===== config.mk =====
export PLATFORM = sky130hd
export DESIGN_NAME = dma_mover
export DESIGN_NICKNAME = d
export VERILOG_FILES = /design/src/rtl/dma_mover.sv
export SDC_FILE = /design/constraint.sdc
export NUM_CORES = 1
export LEC_CHECK = 0
export CORE_MARGIN = 2
export CORE_UTILIZATION = 43
export CTS_BUF_LIST = sky130_fd_sc_hd__clkbuf_4 sky130_fd_sc_hd__clkbuf_8
export CTS_CLUSTER_SIZE = 28
export DETAILED_ROUTE_END_ITERATION = 16
export MAX_ROUTING_LAYER = met4
export PLACE_DENSITY = 0.64
export SYNTH_ARGS = -nofsm -noshare
export SYNTH_HDL_FRONTEND = slang
export SYNTH_SLANG_ARGS = --single-unit

===== constraint.sdc =====
create_clock -name clk -period 5.84 [get_ports clk]
set_input_delay 1.168 -clock clk [delete_from_list [all_inputs] [get_ports clk]]
set_output_delay 1.168 -clock clk [all_outputs]
set_load 0.01 [all_outputs]

===== src/rtl/dma_mover.sv =====
module dma_mover #(
  parameter int ADDR_W = 32,
  parameter int CNT_W  = 16
) (
  input  logic              clk,
  input  logic              rst_n,
  input  logic              cfg_we,
  input  logic [2:0]        cfg_addr,
  input  logic [31:0]       cfg_wdata,
  output logic [31:0]       cfg_rdata,
  output logic              rd_req,
  output logic [ADDR_W-1:0] rd_addr,
  input  logic              rd_gnt,
  input  logic [31:0]       rd_data,
  output logic              wr_req,
  output logic [ADDR_W-1:0] wr_addr,
  output logic [31:0]       wr_data,
  output logic [3:0]        wr_strb,
  input  logic              wr_gnt,
  output logic              lock_o,
  output logic              irq_o
);

  localparam logic [2:0] IX_CTRL = 3'd0;
  localparam logic [2:0] IX_SRC  = 3'd1;
  localparam logic [2:0] IX_DST  = 3'd2;
  localparam logic [2:0] IX_CNT  = 3'd3;
  localparam logic [2:0] IX_STAT = 3'd4;

  typedef enum logic [1:0] {S_IDLE, S_READ, S_WRITE} state_t;

  state_t state;

  logic       c_go, c_hold, c_lock, c_sdesc, c_ddesc;
  logic [1:0] c_width, c_mode;
  logic [ADDR_W-1:0] src_base, dst_base, src_cur, dst_cur, step;
  logic [CNT_W-1:0]  cnt_base, left;
  logic [31:0] item;
  logic st_done, st_err;

  function automatic logic misaligned(input logic [1:0] w, input logic desc, input logic [1:0] lo);
    return !desc && ((w == 2'b10 && lo != 2'b00) || (w == 2'b01 && lo[0]));
  endfunction

  function automatic logic [ADDR_W-1:0] size_of(input logic [1:0] w);
    case (w)
      2'b00:   return ADDR_W'(1);
      2'b01:   return ADDR_W'(2);
      default: return ADDR_W'(4);
    endcase
  endfunction

  logic busy, src_mis, dst_mis, wr_ctrl, go_req, go_mode, go_fit, go_ok, go_bad, last_wr;
  logic [1:0] n_width;
  logic [3:0] mask;

  assign busy    = (state != S_IDLE);
  assign src_mis = misaligned(c_width, c_sdesc, src_base[1:0]);
  assign dst_mis = misaligned(c_width, c_ddesc, dst_base[1:0]);

  assign n_width = cfg_wdata[2:1];
  assign wr_ctrl = cfg_we && cfg_addr == IX_CTRL && !busy;
  assign go_req  = wr_ctrl && cfg_wdata[0];
  assign go_mode = !cfg_wdata[8];
  assign go_fit  = n_width != 2'b11
                && !misaligned(n_width, cfg_wdata[5], src_base[1:0])
                && !misaligned(n_width, cfg_wdata[6], dst_base[1:0]);
  assign go_ok   = go_req && go_mode && go_fit;
  assign go_bad  = go_req && go_mode && !go_fit;
  assign last_wr = (state == S_WRITE) && wr_gnt && left == CNT_W'(1);
  assign step    = size_of(c_width);

  always_ff @(posedge clk or negedge rst_n) begin
    if (!rst_n) begin
      state    <= S_IDLE;
      c_go     <= 1'b0;
      c_hold   <= 1'b0;
      c_lock   <= 1'b0;
      c_sdesc  <= 1'b0;
      c_ddesc  <= 1'b0;
      c_width  <= 2'b00;
      c_mode   <= 2'b00;
      src_base <= '0;
      dst_base <= '0;
      cnt_base <= '0;
      src_cur  <= '0;
      dst_cur  <= '0;
      left     <= '0;
      item     <= '0;
      st_done  <= 1'b0;
      st_err   <= 1'b0;
    end else begin
      if (cfg_we && cfg_addr == IX_STAT) begin
        st_done <= st_done & ~cfg_wdata[0];
        st_err  <= st_err  & ~cfg_wdata[1];
      end
      if (!busy && cfg_we) begin
        case (cfg_addr)
          IX_SRC: src_base <= cfg_wdata[ADDR_W-1:0];
          IX_DST: dst_base <= cfg_wdata[ADDR_W-1:0];
          IX_CNT: cnt_base <= cfg_wdata[CNT_W-1:0];
          default: ;
        endcase
      end
      if (wr_ctrl) begin
        c_width <= n_width;
        c_hold  <= cfg_wdata[3];
        c_lock  <= cfg_wdata[4];
        c_sdesc <= cfg_wdata[5];
        c_ddesc <= cfg_wdata[6];
        c_mode  <= cfg_wdata[8:7];
        c_go    <= go_ok && cnt_base != '0;
      end
      if (go_bad) st_err <= 1'b1;
      if (go_ok) begin
        if (cnt_base == '0) begin
          st_done <= 1'b1;
        end else begin
          state   <= S_READ;
          src_cur <= src_base;
          dst_cur <= dst_base;
          left    <= cnt_base;
        end
      end
      case (state)
        S_READ: if (rd_gnt) begin
          item  <= rd_data >> {src_cur[1:0], 3'b000};
          state <= S_WRITE;
        end
        S_WRITE: if (wr_gnt) begin
          if (!c_hold) src_cur <= c_sdesc ? src_cur - step : src_cur + step;
          dst_cur <= c_ddesc ? dst_cur - step : dst_cur + step;
          left    <= left - CNT_W'(1);
          if (last_wr) begin
            state   <= S_IDLE;
            c_go    <= 1'b0;
            st_done <= 1'b1;
          end else begin
            state <= S_READ;
          end
        end
        default: ;
      endcase
    end
  end

  always_comb begin
    case (c_width)
      2'b00:   mask = 4'b0001;
      2'b01:   mask = 4'b0011;
      default: mask = 4'b1111;
    endcase
  end

  assign rd_req  = (state == S_READ);
  assign rd_addr = src_cur;
  assign wr_req  = (state == S_WRITE);
  assign wr_addr = dst_cur;
  assign wr_data = item << {dst_cur[1:0], 3'b000};
  assign wr_strb = mask << dst_cur[1:0];
  assign lock_o  = busy && c_lock;
  assign irq_o   = st_done;

  always_comb begin
    case (cfg_addr)
      IX_CTRL: cfg_rdata = {23'b0, c_mode, c_ddesc, c_sdesc, c_lock, c_hold, c_width, c_go};
      IX_SRC:  cfg_rdata = 32'(src_base);
      IX_DST:  cfg_rdata = 32'(dst_base);
      IX_CNT:  cfg_rdata = 32'(cnt_base);
      IX_STAT: cfg_rdata = {27'b0, busy, dst_mis, src_mis, st_err, st_done};
      default: cfg_rdata = 32'b0;
    endcase
  end

  a_r9_write_follows_read: assert property (@(posedge clk) disable iff (!rst_n)
    $rose(wr_req) |-> $past(rd_req && rd_gnt));

  a_r9_write_held: assert property (@(posedge clk) disable iff (!rst_n)
    wr_req && !wr_gnt |=> wr_req && $stable(wr_addr) && $stable(wr_data) && $stable(wr_strb));

  a_r7_source_fixed: assert property (@(posedge clk) disable iff (!rst_n)
    busy && c_hold |=> !busy || $stable(rd_addr));

  a_r1_word_read_aligned: assert property (@(posedge clk) disable iff (!rst_n)
    rd_req && c_width == 2'b10 && !c_sdesc |-> rd_addr[1:0] == 2'b00);

  a_r8_lock_unbroken: assert property (@(posedge clk) disable iff (!rst_n)
    busy && lock_o |=> lock_o || !busy);

  a_r5_start_cleared_at_end: assert property (@(posedge clk) disable iff (!rst_n)
    $fell(busy) |-> !c_go && st_done);

  a_r4_no_run_on_refusal: assert property (@(posedge clk) disable iff (!rst_n)
    go_bad |=> !busy && st_err);

endmodule


* Word level (Yosys, flattened, before mapping)
Index checks and enable logic that the tools add are counted.
Word-level totals: register bits after elaboration 205, latch bits 0, bits in writable memories 0, bits in read-only memories 0, input port bits 72, logic and storage cells 128, memories kept 0
Operators by class: add/sub/neg operators 5, $mul 0, div/mod/pow operators 0, $lt $le $gt $ge 0, equality and inequality tests 12, shift-type cells 3, multiplexer cells 36, bitwise operators 4, reduce and logical (&&, ||, !) cells 51
Operator list (count):
- $mux W32 | 11
- $pmux W32 S5 | 1
- $add A32 B32 Y32 | 2
- $mux W16 | 4
- $sub A32 B32 Y32 | 2
- $shl A32 B5 Y32 | 1
- $shr A32 B5 Y32 | 1
- $logic_and A1 B1 Y1 | 26
- $eq A16 B1 Y1 const B | 1
- $logic_not A16 Y1 | 1
- $reduce_bool A16 Y1 | 1
- $sub A16 B1 Y16 const B | 1
- $mux W1 | 13
- $logic_not A1 Y1 | 9
- $mux W2 | 4
- $pmux W4 S2 | 1
- $reduce_and A2 Y1 | 4
- $reduce_bool A2 Y1 | 4
- $eq A2 B1 Y1 const B | 3
- $eq A2 B2 Y1 const B | 3
- $eq A3 B2 Y1 const B | 2
- $pmux W3 S2 | 1
- $logic_or A1 B1 Y1 | 4
- $pmux W2 S2 | 1
- other kinds (8) | 10

* Longest topological paths before layout
Gate-level depths: netlist of the first run.
word-level depth 13, gate-level depth with buffers 16, gate-level depth less buffers 16

* Worst setup path before layout of the first run
OpenSTA, ideal clock, no wires.
path type register -> register, from reg src_cur[0], in the netlist rd_addr[0], to reg src_cur[30], in the netlist rd_addr[30], library setup time 0.137 ns, data arrival time 3.637 ns, setup slack 2.066 ns, cell stages (with the launch flop) 17, cells stage by stage dfrtp_1 -> clkbuf_1 -> clkbuf_1 -> clkbuf_1 -> inv_1 -> ha_1 -> fa_1 -> nor2b_1 -> o21ai_0 -> a21boi_1 -> o311ai_2 -> a31oi_1 -> o221ai_1 -> a31oi_1 -> a31o_2 -> xnor2_1 -> a21oi_1
On the way: longest elaborated chain between the ends 5, elaborated cells between the ends (all ways) 6
RTL lines:
- start: declaration | line 36 | logic [ADDR_W-1:0] src_base, dst_base, src_cur, dst_cur, step;
- start signal: assignment | line 120 | src_cur <= src_base;
- start signal: assignment | line 131 | if (!c_hold) src_cur <= c_sdesc ? src_cur - step : src_cur + step;
- $add A32 B32 Y32 / $sub A32 B32 Y32 (equally long branches) | line 131
- $mux W32 (*) (2 in series) | line 131
- $mux W32 (*) | line 130 | S_WRITE: if (wr_gnt) begin
- $mux W32 (*) | line 125 | case (state)
Every way passes the cells marked *; elsewhere a longest branch is shown, timed or not. A chain may end at the register's enable or synchronous reset.

* Worst setup path in the final report of the first run
from in cfg_addr[2], to out cfg_rdata[30]
On the way: longest elaborated chain between the ends 2, elaborated cells between the ends (all ways) 6
RTL lines:
- start: declaration | line 8 | input logic [2:0] cfg_addr,
- $eq A3 B3 Y1, or another cell as far along | line 165 | case (cfg_addr)
- $pmux W32 S5 (*) | line 165
- end: declaration | line 10 | output logic [31:0] cfg_rdata,
Marks and branches as above.

==> results.md, run 1 <==
- Outcome: finished, final reports clean
- VDD IR max: 0.000340 V
- TritonCTS buffer count: 38
- Share of the synthesized area in the top cell type: between 30% and 40%
- Longest Clk Path Bufs: 3
- Top cell type by total area after synthesis: dfrtp_1
- Initial Utilization: a little over two fifths
- CP Buf/Inv Count: 3
- Synth top area cells: dfrtp_1 (37%), mux2_2 (9.5%), mux2i_1 (6.6%)
- RD Place Congestion: approximately 0.9
- P_leak: ~7.7 nW
- Pwr dens: roughly 600 nW/um2
- Max-slew violations: 0
- Critical path capture point type: output port
- Ratio of cells with drive above 1 in the final layout: between 10% and 20%
- Worst EP required: 4670 ps
- # rows: 65
- First-pass GRT wire length: around 65000 um
- Routed wire length: 41500 um
- WL/cell: around 20 um
- Post-CTS Hold Buffers: 0
- I/O pin count: ~210
- Non-filler cells in the finished layout: between 2000 and 2500
- Final setup fails: 0
- Worst EP arrival: roughly 3500 ps
- PostCTS Resize Cnt: 0
- Flop2flop setup slack: between 1500 and 2000 ps
- Via count: between 10000 and 15000
- Number of global-route vias before repair: roughly 12000
- Gr usage total: 25.3%
- Clock Sinks: roughly 210
- Synth-to-Final Area Change: 23.9%
- Clk pin slew, worst setup/hold paths: around 50 ps
- Hold depth: 2
- Skew final: approximately 25 ps
- Die W: 183 um
- Grt ovf: 0
- Critical Path Source Type: primary input
- Cells after Synth: 1456
- CP dominant cell by count: clkdlybuf4s50_1
- Syn nets: between 1500 and 2000
- Post-synth EDFFs: 0
- Final ANT Viol Nets: 0
- Fin crit share: 80.2%
- WHS Endpoint: item[17]$_DFFE_PN0P_
- Placed Cells: about 2000
- ANT cells: 0
- IO buf count: about 210
- Initial antenna violation count: 0
- Drc violations: 0
- Worst skew pair latency: about 540 ps
- Worst-margin pin slew: 1070 ps
- Area of the core: approximately 32000 um2
- FMAX: about 210 MHz
- CTS root buffer: clkbuf_8
- Final Hold Vio Count: 0
- CP Depth: 6
- Post-route minimum period: ~4700 ps
- Syn avg cell area: between 9 and 10 um2
- DP HPWL: approximately 30000 um
- Slowest CP cell: clkdlybuf4s50_1
- Predominant post-synthesis flop cell: dfrtp_1
- CP Cell Sequence: clkdlybuf4s50_1, nand2b_1, nor2_1, buf_4, a22o_1, clkdlybuf4s50_1
- RSZ-0062 raised after global routing: no
- Reg2Reg Launch Point: c_width[0]$_DFFE_PN0P_
- Via-per-instance ratio: a little under 6
- TritonRoute pass-1 iters: 5
- Die H: 183 um
- CTS tree: yes
- CP max FO: 16
- Critical path class: in2out
- Most common cell after layout, fill and taps aside: clkdlybuf4s50_1
- Pin count of the biggest net entering global routing: between 100 and 150
- CP delay by family, top: buffers and inverters
- Cell Area, Synth: approximately 14000 um2
- Post-CTS setup buffers: 0
- Commonest non-fill, non-tap cells in the layout: clkdlybuf4s50_1 (206), dfrtp_1 (205), nand2_1 (126)
- Netlist cell types: 77
- Max transition margin: between 20% and 30%
- CP max stage delay: 750 ps
- # nets final: roughly 1800
- Setup_tns: 0 ps
- Synthesis Warnings: 0
- Drt initial violations: 661
- Sequential share of the synthesized area: between 30% and 40%
- Worst r2r path cells: 15
- HP Class: reg2reg
- Hold_sp: item[17]$_DFFE_PN0P_
- Max Cap Viol: 0
- Seq cells post-synth: between 200 and 250
- H-tree level count: 2
- Die Area: roughly 33000 um2
- Final Util: 54.0%
- R2R Path End: rd_addr[30]$_DFF_PN0_
- FFs w/ async S/R, synth: 100%
==> routing by layer <==
| metal | share of wire [%] | wire (um) | global-route usage, % | vias to the layer above |
|---|---|---|---|---|
| met4 | 3.0 | 1240 | 8.22 | 0 |
| met2 | 47 | 19300 | 40.3 | 349 |
| li1 | - | - | - | 5724 |
| met1 | 45 | 18700 | 33.2 | 5858 |
| met3 | 5.4 | 2250 | 3.99 | 82 |
| met5 | 0 | 0 | - | - |
==> worst reg2reg max path, cell delays in order, from the launching register on <==
cell,delay (ps)
dfrtp_1,400
nor2b_1,270
inv_1,110
ha_1,320
mux2_2,310
fa_1,440
nor2b_1,120
o21ai_0,110
a21boi_1,340
o311ai_2,180
a31oi_1,300
o221ai_1,260
a31oi_1,380
a31o_2,240
xnor2_1,110
a21oi_1,80
==> Yosys cell counts (11+ instances only) <==
| library cell | count |
|---|---|
| nand3_1 | 21 |
| a21o_1 | 40 |
| nor2_1 | 101 |
| a21oi_1 | 109 |
| inv_1 | 41 |
| ha_1 | 69 |
| clkbuf_1 | 56 |
| o21ai_0 | 120 |
| mux2_2 | 116 |
| nand2_1 | 127 |
| a211oi_1 | 24 |
| dfrtp_1 | 205 |
| and2_1 | 11 |
| mux2i_1 | 90 |
| nor3_1 | 30 |
| xnor2_1 | 31 |
| nor2b_1 | 31 |
| a22o_1 | 27 |
| nand2b_1 | 12 |
| xor2_1 | 17 |
==> metrics by stage <==
step                instance area (um2)  hold slack, ps  total power [mW]  setup slack, ps
finish                            17000             478              10.3             1150
global route                      17000             513              11.0             1020
CTS                               17000             484              10.3             1190
detailed placement                16200             472              8.79             1200
global placement                  16200             463              8.72             1240
floorplan                         13700             446              6.62             2070
==> where the power goes <==
part,leakage (nW),internal (mW),switching (mW)
clock,0.420,0.813,0.623
combinational,4.71,2.87,3.12
sequential,2.53,2.08,0.755
==> area by class of cell <==
class / instances / area (um2)
clock inverters: 5 / 27.5
well taps: 402 / 503
inverters: 42 / 158
repair buffers: 231 / 2270
clock buffers: 62 / 753
multi-input cells: 1135 / 8190
flip-flops and latches: 205 / 5130
fillers: 2899 / 14500
==> logic make-up after synthesis <==
family / count (synthesis) / synth area share (%)
AO/OA/AOI/OAI: 420 / 19.6
XOR/XNOR: 48 / 3.06
adder cells (fa/ha/maj): 71 / 6.57
buffers and inverters: 116 / 3.34
flip-flops: 205 / 37.3
multiplexers: 212 / 17.0
AND/OR/NAND/NOR: 384 / 13.1
==> worst max-delay path by stage <==
| stage | start | end | slack, ps |
|---|---|---|---|
| after floorplan | rd_addr[0]$_DFF_PN0_ | rd_addr[30]$_DFF_PN0_ | 2070 |
| after global placement | cfg_addr[1] | cfg_rdata[26] | 1240 |
| after detailed placement | cfg_addr[2] | cfg_rdata[22] | 1200 |
| after CTS | cfg_addr[2] | cfg_rdata[19] | 1190 |
| after global routing | cfg_addr[2] | cfg_rdata[25] | 1020 |
| final | cfg_addr[2] | cfg_rdata[30] | 1150 |
==> flip-flops by register name, indices dropped and copies added, names as in the netlist <==
name      flops
dst_base     32
item         32
rd_addr      32
src_base     32
wr_addr      32
cnt_base     16
left         16
c_mode        2
c_width       2
state         2
c_ddesc       1
c_go          1
c_hold        1
c_lock        1
c_sdesc       1
irq_o         1
st_err        1
Note: power is estimated with default switching activity, not from simulation.
==> run 2, diff against run 1 <==
--- a/config.mk
+++ b/config.mk
@@ -11,7 +11,7 @@
 export CTS_CLUSTER_SIZE = 28
 export DETAILED_ROUTE_END_ITERATION = 16
 export MAX_ROUTING_LAYER = met4
-export PLACE_DENSITY = 0.64
+export PLACE_DENSITY = 0.66
 export SYNTH_ARGS = -nofsm -noshare
 export SYNTH_HDL_FRONTEND = slang
 export SYNTH_SLANG_ARGS = --single-unit
==> constraint.sdc (replaced) <==
create_clock -name clk -period 3.78 [get_ports clk]
set_input_delay 0.756 -clock clk [delete_from_list [all_inputs] [get_ports clk]]
set_output_delay 0.756 -clock clk [all_outputs]
set_load 0.01 [all_outputs]
==> run 2 against run 1 <==
Critical path depth unchanged. Clock skew up 18 ps. Cell count grew 1.4%. Highest routed layer unchanged. Die area stayed put. Sequential share of layout area is 0.70 points lower. Worst setup slack got worse by 1100 ps. Worst hold slack got worse by 170 ps.
==> results.md, run 2 (synthesis results as in run 1) <==
- # rows: 65 (unchanged)
- Worst EP required: 3020 ps (was 4670 ps)
- Final ANT Viol Nets: 0 (unchanged)
- Max Cap Viol: 0 (unchanged)
- DP HPWL: 30600 um (was 30300 um)
- Critical path capture point type: output port (unchanged)
- Clock Sinks: 205 (unchanged)
- P_leak: 7.86 nW (was 7.66 nW)
- CP max stage delay: 700 ps (was 750 ps)
- Worst r2r path cells: 14 (was 15)
- CP max FO: 16 (unchanged)
- Drc violations: 0 (unchanged)
- Drt initial violations: 730 (was 661)
- Longest Clk Path Bufs: 3 (unchanged)
- VDD IR max: 0.000483 V (was 0.000340 V)
- CTS root buffer: clkbuf_8 (unchanged)
- R2R Path End: wr_addr[31]$_DFF_PN0_ (was rd_addr[30]$_DFF_PN0_)
- Non-filler cells in the finished layout: 2112 (was 2082)
- Number of global-route vias before repair: 12200 (was 11700)
- Via-per-instance ratio: 5.75 (was 5.77)
- Flop2flop setup slack: 160 ps (was 1720 ps)
- Final Hold Vio Count: 0 (unchanged)
- Die W: 183 um (unchanged)
- Critical Path Source Type: primary input (unchanged)
- Most common cell after layout, fill and taps aside: clkdlybuf4s50_1 (unchanged)
- I/O pin count: 208 (unchanged)
- Outcome: finished, final reports clean (unchanged)
- Die H: 183 um (unchanged)
- # nets final: 1826 (was 1796)
- RD Place Congestion: 0.922 (was 0.916)
- Pwr dens: 931 nW/um2 (was 602 nW/um2)
- Routed wire length: 42300 um (was 41500 um)
- Worst EP arrival: 2930 ps (was 3520 ps)
- TritonRoute pass-1 iters: 5 (unchanged)
- PnR Total Power: 16.2 mW (was 10.3 mW)
- Placed Cells: 2044 (was 2015)
- Final setup fails: 0 (unchanged)
- FMAX: ~270 MHz
- First-pass GRT wire length: 67100 um (was 64800 um)
- Critical path class: in2out (unchanged)
- H-tree level count: 2 (unchanged)
- HP Class: in2async (was reg2reg)
- Worst-margin pin slew: 853 ps (was 1070 ps)
- TritonCTS buffer count: 38 (unchanged)
- Post-CTS Hold Buffers: 0 (unchanged)
- Ratio of cells with drive above 1 in the final layout: 16.7% (was 14.4%)
- Reg2Reg Launch Point: c_width[1]$_DFFE_PN0P_ (was c_width[0]$_DFFE_PN0P_)
- Fin crit share: slightly below 100%
- Area of the core: 31600 um2 (unchanged)
- Final-layout fill cell count: 2850 (was 2899)
- Clk pin slew, worst setup/hold paths: 60 ps (was 50 ps)
- Grt ovf: 0 (unchanged)
- Gr usage total: 26.0% (was 25.3%)
- ANT cells: 0 (unchanged)
- Initial Utilization: 43.6% (unchanged)
- IO buf count: 207 (unchanged)
- WL/cell: 20.0 um (was 19.9 um)
- Post-route minimum period: approximately 3700 ps
- Worst skew pair latency: 560 ps (was 540 ps)
- CP dominant cell by count: clkdlybuf4s50_1 (unchanged)
- Max transition margin: 43.1% (was 28.6%)
- RSZ-0062 raised after global routing: yes (was no)
- Commonest non-fill, non-tap cells in the layout: clkdlybuf4s50_1 (206), dfrtp_1 (205), nand2_1 (126) (unchanged)
- CP Cell Sequence: clkdlybuf4s50_1, nand2b_1, nor2_1, buf_4, a22o_1, clkdlybuf4s50_1 (unchanged)
- Die Area: 33400 um2 (unchanged)
- Synth-to-Final Area Change: 26.8% (was 23.9%)
- Max-slew violations: 0 (unchanged)
- Skew final: 43.8 ps (was 25.3 ps)
- CTS tree: yes (unchanged)
- Via count: 12100 (was 12000)
- Slowest CP cell: clkdlybuf4s50_1 (unchanged)
- Pin count of the biggest net entering global routing: 96 (was 126)
- Initial antenna violation count: 0 (unchanged)
## run 2: changes by cell type in the layout (fill, tap and decap cells not counted), sizes merged
cell    previous run  this run
bufinv             0         1
inv               41        42
clkbuf            63        62
buf               24        54
clkinv             5         4
## run 2: final cells by class
class	instances	area (um2)	share of cell area, %
Clock buffer	61	764	4.38
Clock inverter	6	63.8	0.366
Inverter	42	158	0.904
Multi-Input combinational cell	1135	8270	47.4
Sequential cell	205	5130	29.4
Tap cell	402	503	2.89
Timing Repair Buffer	261	2540	14.6
## run 2: worst max-delay path by stage
stage | startpoint | to | slack, ps
CTS | c_width[1]$_DFFE_PN0P_ | rd_addr[24]$_DFF_PN0_ | 20
global route | c_width[1]$_DFFE_PN0P_ | rd_addr[20]$_DFF_PN0_ | -40
detailed placement | c_width[1]$_DFFE_PN0P_ | rd_addr[26]$_DFF_PN0_ | 20
floorplan | rd_addr[0]$_DFF_PN0_ | rd_addr[30]$_DFF_PN0_ | 6
global placement | c_width[1]$_DFFE_PN0P_ | rd_addr[30]$_DFF_PN0_ | 20
finish | cfg_addr[0] | cfg_rdata[31] | 100
## run 2: metal layers
layer  vias up  share of wire, %  track usage (%)
met3        94               6.4             4.69
met1      5863                44             34.0
met5         -                 0                -
met4         0               3.5             9.98
li1       5791                 -                -
met2       401                46             40.6
## run 2: timing repair
action                     in CTS  in global routing
pin swaps                       1                  9
gates resized for setup         1                 19
setup endpoints to repair       2                 16
setup buffers                   0                  1
## run 2: critical path: cells and delay by family
kind / cells / cell delay (ps)
AO/OA/AOI/OAI: 1 / 230
AND/OR/NAND/NOR: 2 / 410
buffers and inverters: 3 / 1520
## run 2: through the flow
step	area, um2	setup WS (ps)	utilization, %	TNS [ps]	hold WS [ps]
2_1_floorplan	13700	5.99	-	0	446
3_3_place_gp	16500	24.8	52.3	0	466
3_5_place_dp	16500	24.6	52.3	0	469
4_1_cts	17400	22.7	55.0	0	336
5_1_grt	17400	-40.3	55.2	-83.4	370
6_report	17400	98.2	55.2	0	307
## run 2: power by group
part	total [mW]	internal (mW)	leakage [nW]	switching, mW
clock network	2.34	1.35	0.440	0.991
logic	9.55	4.61	4.88	4.94
registers	4.33	3.21	2.53	1.12
==> run 3, diff against run 2 <==
--- a/config.mk
+++ b/config.mk
@@ -10,8 +10,9 @@
 export CTS_BUF_LIST = sky130_fd_sc_hd__clkbuf_4 sky130_fd_sc_hd__clkbuf_8
 export CTS_CLUSTER_SIZE = 28
 export DETAILED_ROUTE_END_ITERATION = 16
+export DONT_BUFFER_PORTS = 1
 export MAX_ROUTING_LAYER = met4
-export PLACE_DENSITY = 0.66
+export PLACE_DENSITY = 0.58
 export SYNTH_ARGS = -nofsm -noshare
 export SYNTH_HDL_FRONTEND = slang
 export SYNTH_SLANG_ARGS = --single-unit
==> run 3 against run 2 <==
The flow now finishes with violations (hold timing). Worst setup slack better by 120 ps. Largest power group unchanged. Flip-flop and latch count stayed put. Cell count is 11% lower. First-iteration DRC count is 8.1% higher. Largest cell class unchanged. Combinational power is 17% lower. Non-clock buffer count is 225 lower. Wire length is 3.8% lower. Critical path depth is 9 higher. Worst hold slack worse by 400 ps. Via count is 8.0% lower. Total power is 9.0% lower. Maximum frequency is 3.4% higher.
==> results.md, run 3 (synthesis results as in run 1) <==
- Outcome: finished with violations (was finished, final reports clean)
- Failing checks: hold timing
- Number of global-route vias before repair: 11100 (was 12200)
- Final ANT Viol Nets: 0 (unchanged)
- Die W: 183 um (unchanged)
- Die H: 183 um (unchanged)
- # rows: 65 (unchanged)
- Placed Cells: 1817 (was 2044)
- Max transition margin: 36.9% (was 43.1%)
- Initial Utilization: 43.6% (unchanged)
- Max Cap Viol: 0 (unchanged)
- RSZ-0062 raised after global routing: no (was yes)
- Gr usage total: 24.7% (was 26.0%)
- Worst EP required: 4200 ps (was 3020 ps)
- Final setup fails: 0 (unchanged)
- TritonRoute pass-1 iters: 5 (unchanged)
- Via count: 11200 (was 12100)
- VDD IR max: 0.000476 V (was 0.000483 V)
- Setup crit end: rd_addr[30]$_DFF_PN0_ (was cfg_rdata[31])
- # nets final: 1603 (was 1826)
- Area of the core: 31600 um2 (unchanged)
- Clock share of power: 15.7% (was 14.4%)
- Worst Setup SP: c_width[1]$_DFFE_PN0P_ (was cfg_addr[0])
- Die Area: 33400 um2 (unchanged)
- P_leak: 6.97 nW (was 7.86 nW)
- I/O pin count: 208 (unchanged)
- Final-layout fill cell count: 3017 (was 2850)
- R2R Path End: rd_addr[30]$_DFF_PN0_ (was wr_addr[31]$_DFF_PN0_)
- Clk pin slew, worst setup/hold paths: 60 ps (about the same)
- Worst-margin pin slew: 947 ps (was 853 ps)
- First-pass GRT wire length: 63300 um (was 67100 um)
- WL met1: 17600 um (was 18600 um)
- Multi-input gate area: 8270 um2 (unchanged)
- Via-per-instance ratio: 5.92 (was 5.75)
- Synth-to-Final Area Change: 10.4% (was 26.8%)
- WL/cell: 21.5 um (was 20.0 um)
- Sw Ratio: 45.8% (was 43.5%)
- Non-filler cells in the finished layout: 1888 (was 2112)
- Clock Sinks: 205 (unchanged)
- CP max FO: 5 (was 16)
- RD Place Congestion: 0.908 (was 0.922)
- Critical path class: reg2reg (was in2out)
- Worst EP arrival: 3980 ps (was 2930 ps)
- Routed wire length: 40700 um (was 42300 um)
- Critical Path Source Type: flop (was primary input)
- Max Used Layer: met4 (unchanged)
- Drc violations: 0 (unchanged)
- Final hold slack: -98.1 ps (was 307 ps)
- Setup_tns: 0 ps (unchanged)
- CTS tree: yes (unchanged)
- Final WS setup: 218 ps (was 98.2 ps)
- Pint: 8.00 mW (was 9.17 mW)
- Worst skew pair latency: 540 ps (was 560 ps)
- Reg2Reg Launch Point: c_width[1]$_DFFE_PN0P_ (unchanged)
- IO buf count: 0 (was 207)
- Critical path capture point type: flop (was output port)
- Switch Pwr: 6.77 mW (was 7.06 mW)
- Pre-CTS WS: 48.0 ps (was 24.6 ps)
- DP HPWL: 28900 um (was 30600 um)
- Pwr dens: 973 nW/um2 (was 931 nW/um2)
- Initial antenna violation count: 0 (unchanged)
- Ratio of cells with drive above 1 in the final layout: 18.0% (was 16.7%)
- H-tree level count: 2 (unchanged)
- Longest Clk Path Bufs: 3 (unchanged)
- Final Hold Vio Count: 205 (was 0)
- Comb power frac: 53.6% (was 58.9%)
- Skew final: 12.2 ps (was 43.8 ps)
- Drt initial violations: 789 (was 730)
- Register Area: 5130 um2 (about the same)
- FMAX: 281 MHz (was 272 MHz)
- TritonCTS buffer count: 40 (was 38)
- Grt ovf: 0 (unchanged)
- Most common cell after layout, fill and taps aside: dfrtp_1 (was clkdlybuf4s50_1)
- Fin crit share: 94.2% (was 97.4%)
- WL met3: 3020 um (was 2690 um)
- Met2 routed WL: 18500 um (was 19500 um)
- HP Class: in2async (unchanged)
- Max-slew violations: 0 (unchanged)
- Post-route minimum period: 3560 ps (was 3680 ps)
- Seq pwr share: 30.7% (was 26.7%)
- Pin count of the biggest net entering global routing: 206 (was 96)
- CTS root buffer: clkbuf_8 (unchanged)
- Worst r2r path cells: 15 (was 14)
- Flop2flop setup slack: 220 ps (was 160 ps)
- Commonest non-fill, non-tap cells in the layout: dfrtp_1 (203), nand2_1 (126), o21ai_0 (118) (was clkdlybuf4s50_1 (206), dfrtp_1 (205), nand2_1 (126))
-- run 3: per-layer routing --
metal | GRT usage (%) | vias up
li1 | - | 5354
met5 | - | -
met2 | 39.2 | 350
met4 | 8.61 | 0
met1 | 30.7 | 5394
met3 | 6.39 | 79
-- run 3: worst min path at each step --
stage                             startpoint                      end  slack, ps  cells past startpoint
after floorplan           st_err$_DFFE_PN0P_       st_err$_DFFE_PN0P_        450                      2
after global placement    st_err$_DFFE_PN0P_       st_err$_DFFE_PN0P_        460                      2
after detailed placement               rst_n  cnt_base[6]$_DFFE_PN0P_        470                      0
after CTS                              rst_n  cnt_base[6]$_DFFE_PN0P_       -130                      0
after global routing                   rst_n  cnt_base[6]$_DFFE_PN0P_       -140                      0
final                                  rst_n  cnt_base[6]$_DFFE_PN0P_       -100                      0
-- run 3: through the flow --
step	instance area (um2)	power, mW	hold slack [ps]	utilization (%)
CTS	15100	14.7	-126	47.7
detailed placement	14200	12.3	470	45.1
floorplan	13700	10.2	446	-
finish	15200	14.8	-98.1	48.1
global route	15200	16.0	-137	48.1
global placement	14200	12.2	463	45.1
-- run 3: final cells by class --
type / instances / area share, %
multi-input combinational: 1135 / 54.5
sequential: 205 / 33.8
clock buffer: 60 / 5.15
tap: 402 / 3.31
timing repair buffer: 36 / 1.86
inverter: 42 / 1.04
clock inverter: 7 / 0.272
antenna: 1 / 0.0165
-- run 3: power by group through the flow --
| stage | clock (mW) | combinational, mW | sequential (mW) |
|---|---|---|---|
| 2_1_floorplan | 0 | 6.15 | 4.08 |
| 3_3_place_gp | 0 | 7.62 | 4.58 |
| 3_5_place_dp | 0 | 7.67 | 4.60 |
| 4_1_cts | 2.39 | 7.73 | 4.57 |
| 5_1_grt | 2.47 | 8.82 | 4.68 |
| 6_report | 2.32 | 7.91 | 4.53 |
-- run 3: repair_timing --
item,CTS,global route
buffers inserted,0,3
resized for setup,0,18
setup endpoints to repair,0,15
endpoints found under the hold margin,205,205
-- run 3: worst max-delay path, cell delays in order, from the launching register on --
cell and delay, ps:
dfrtp_1 400, or2_2 300, ha_1 310, mux2_2 310, fa_2 370, nor2b_1 120, o21ai_0 110, a21boi_1 170
buf_4 150, o311ai_2 120, a31oi_2 260, o221ai_4 170, a31oi_4 270, a31o_2 190, xnor2_1 110, a21oi_1 80
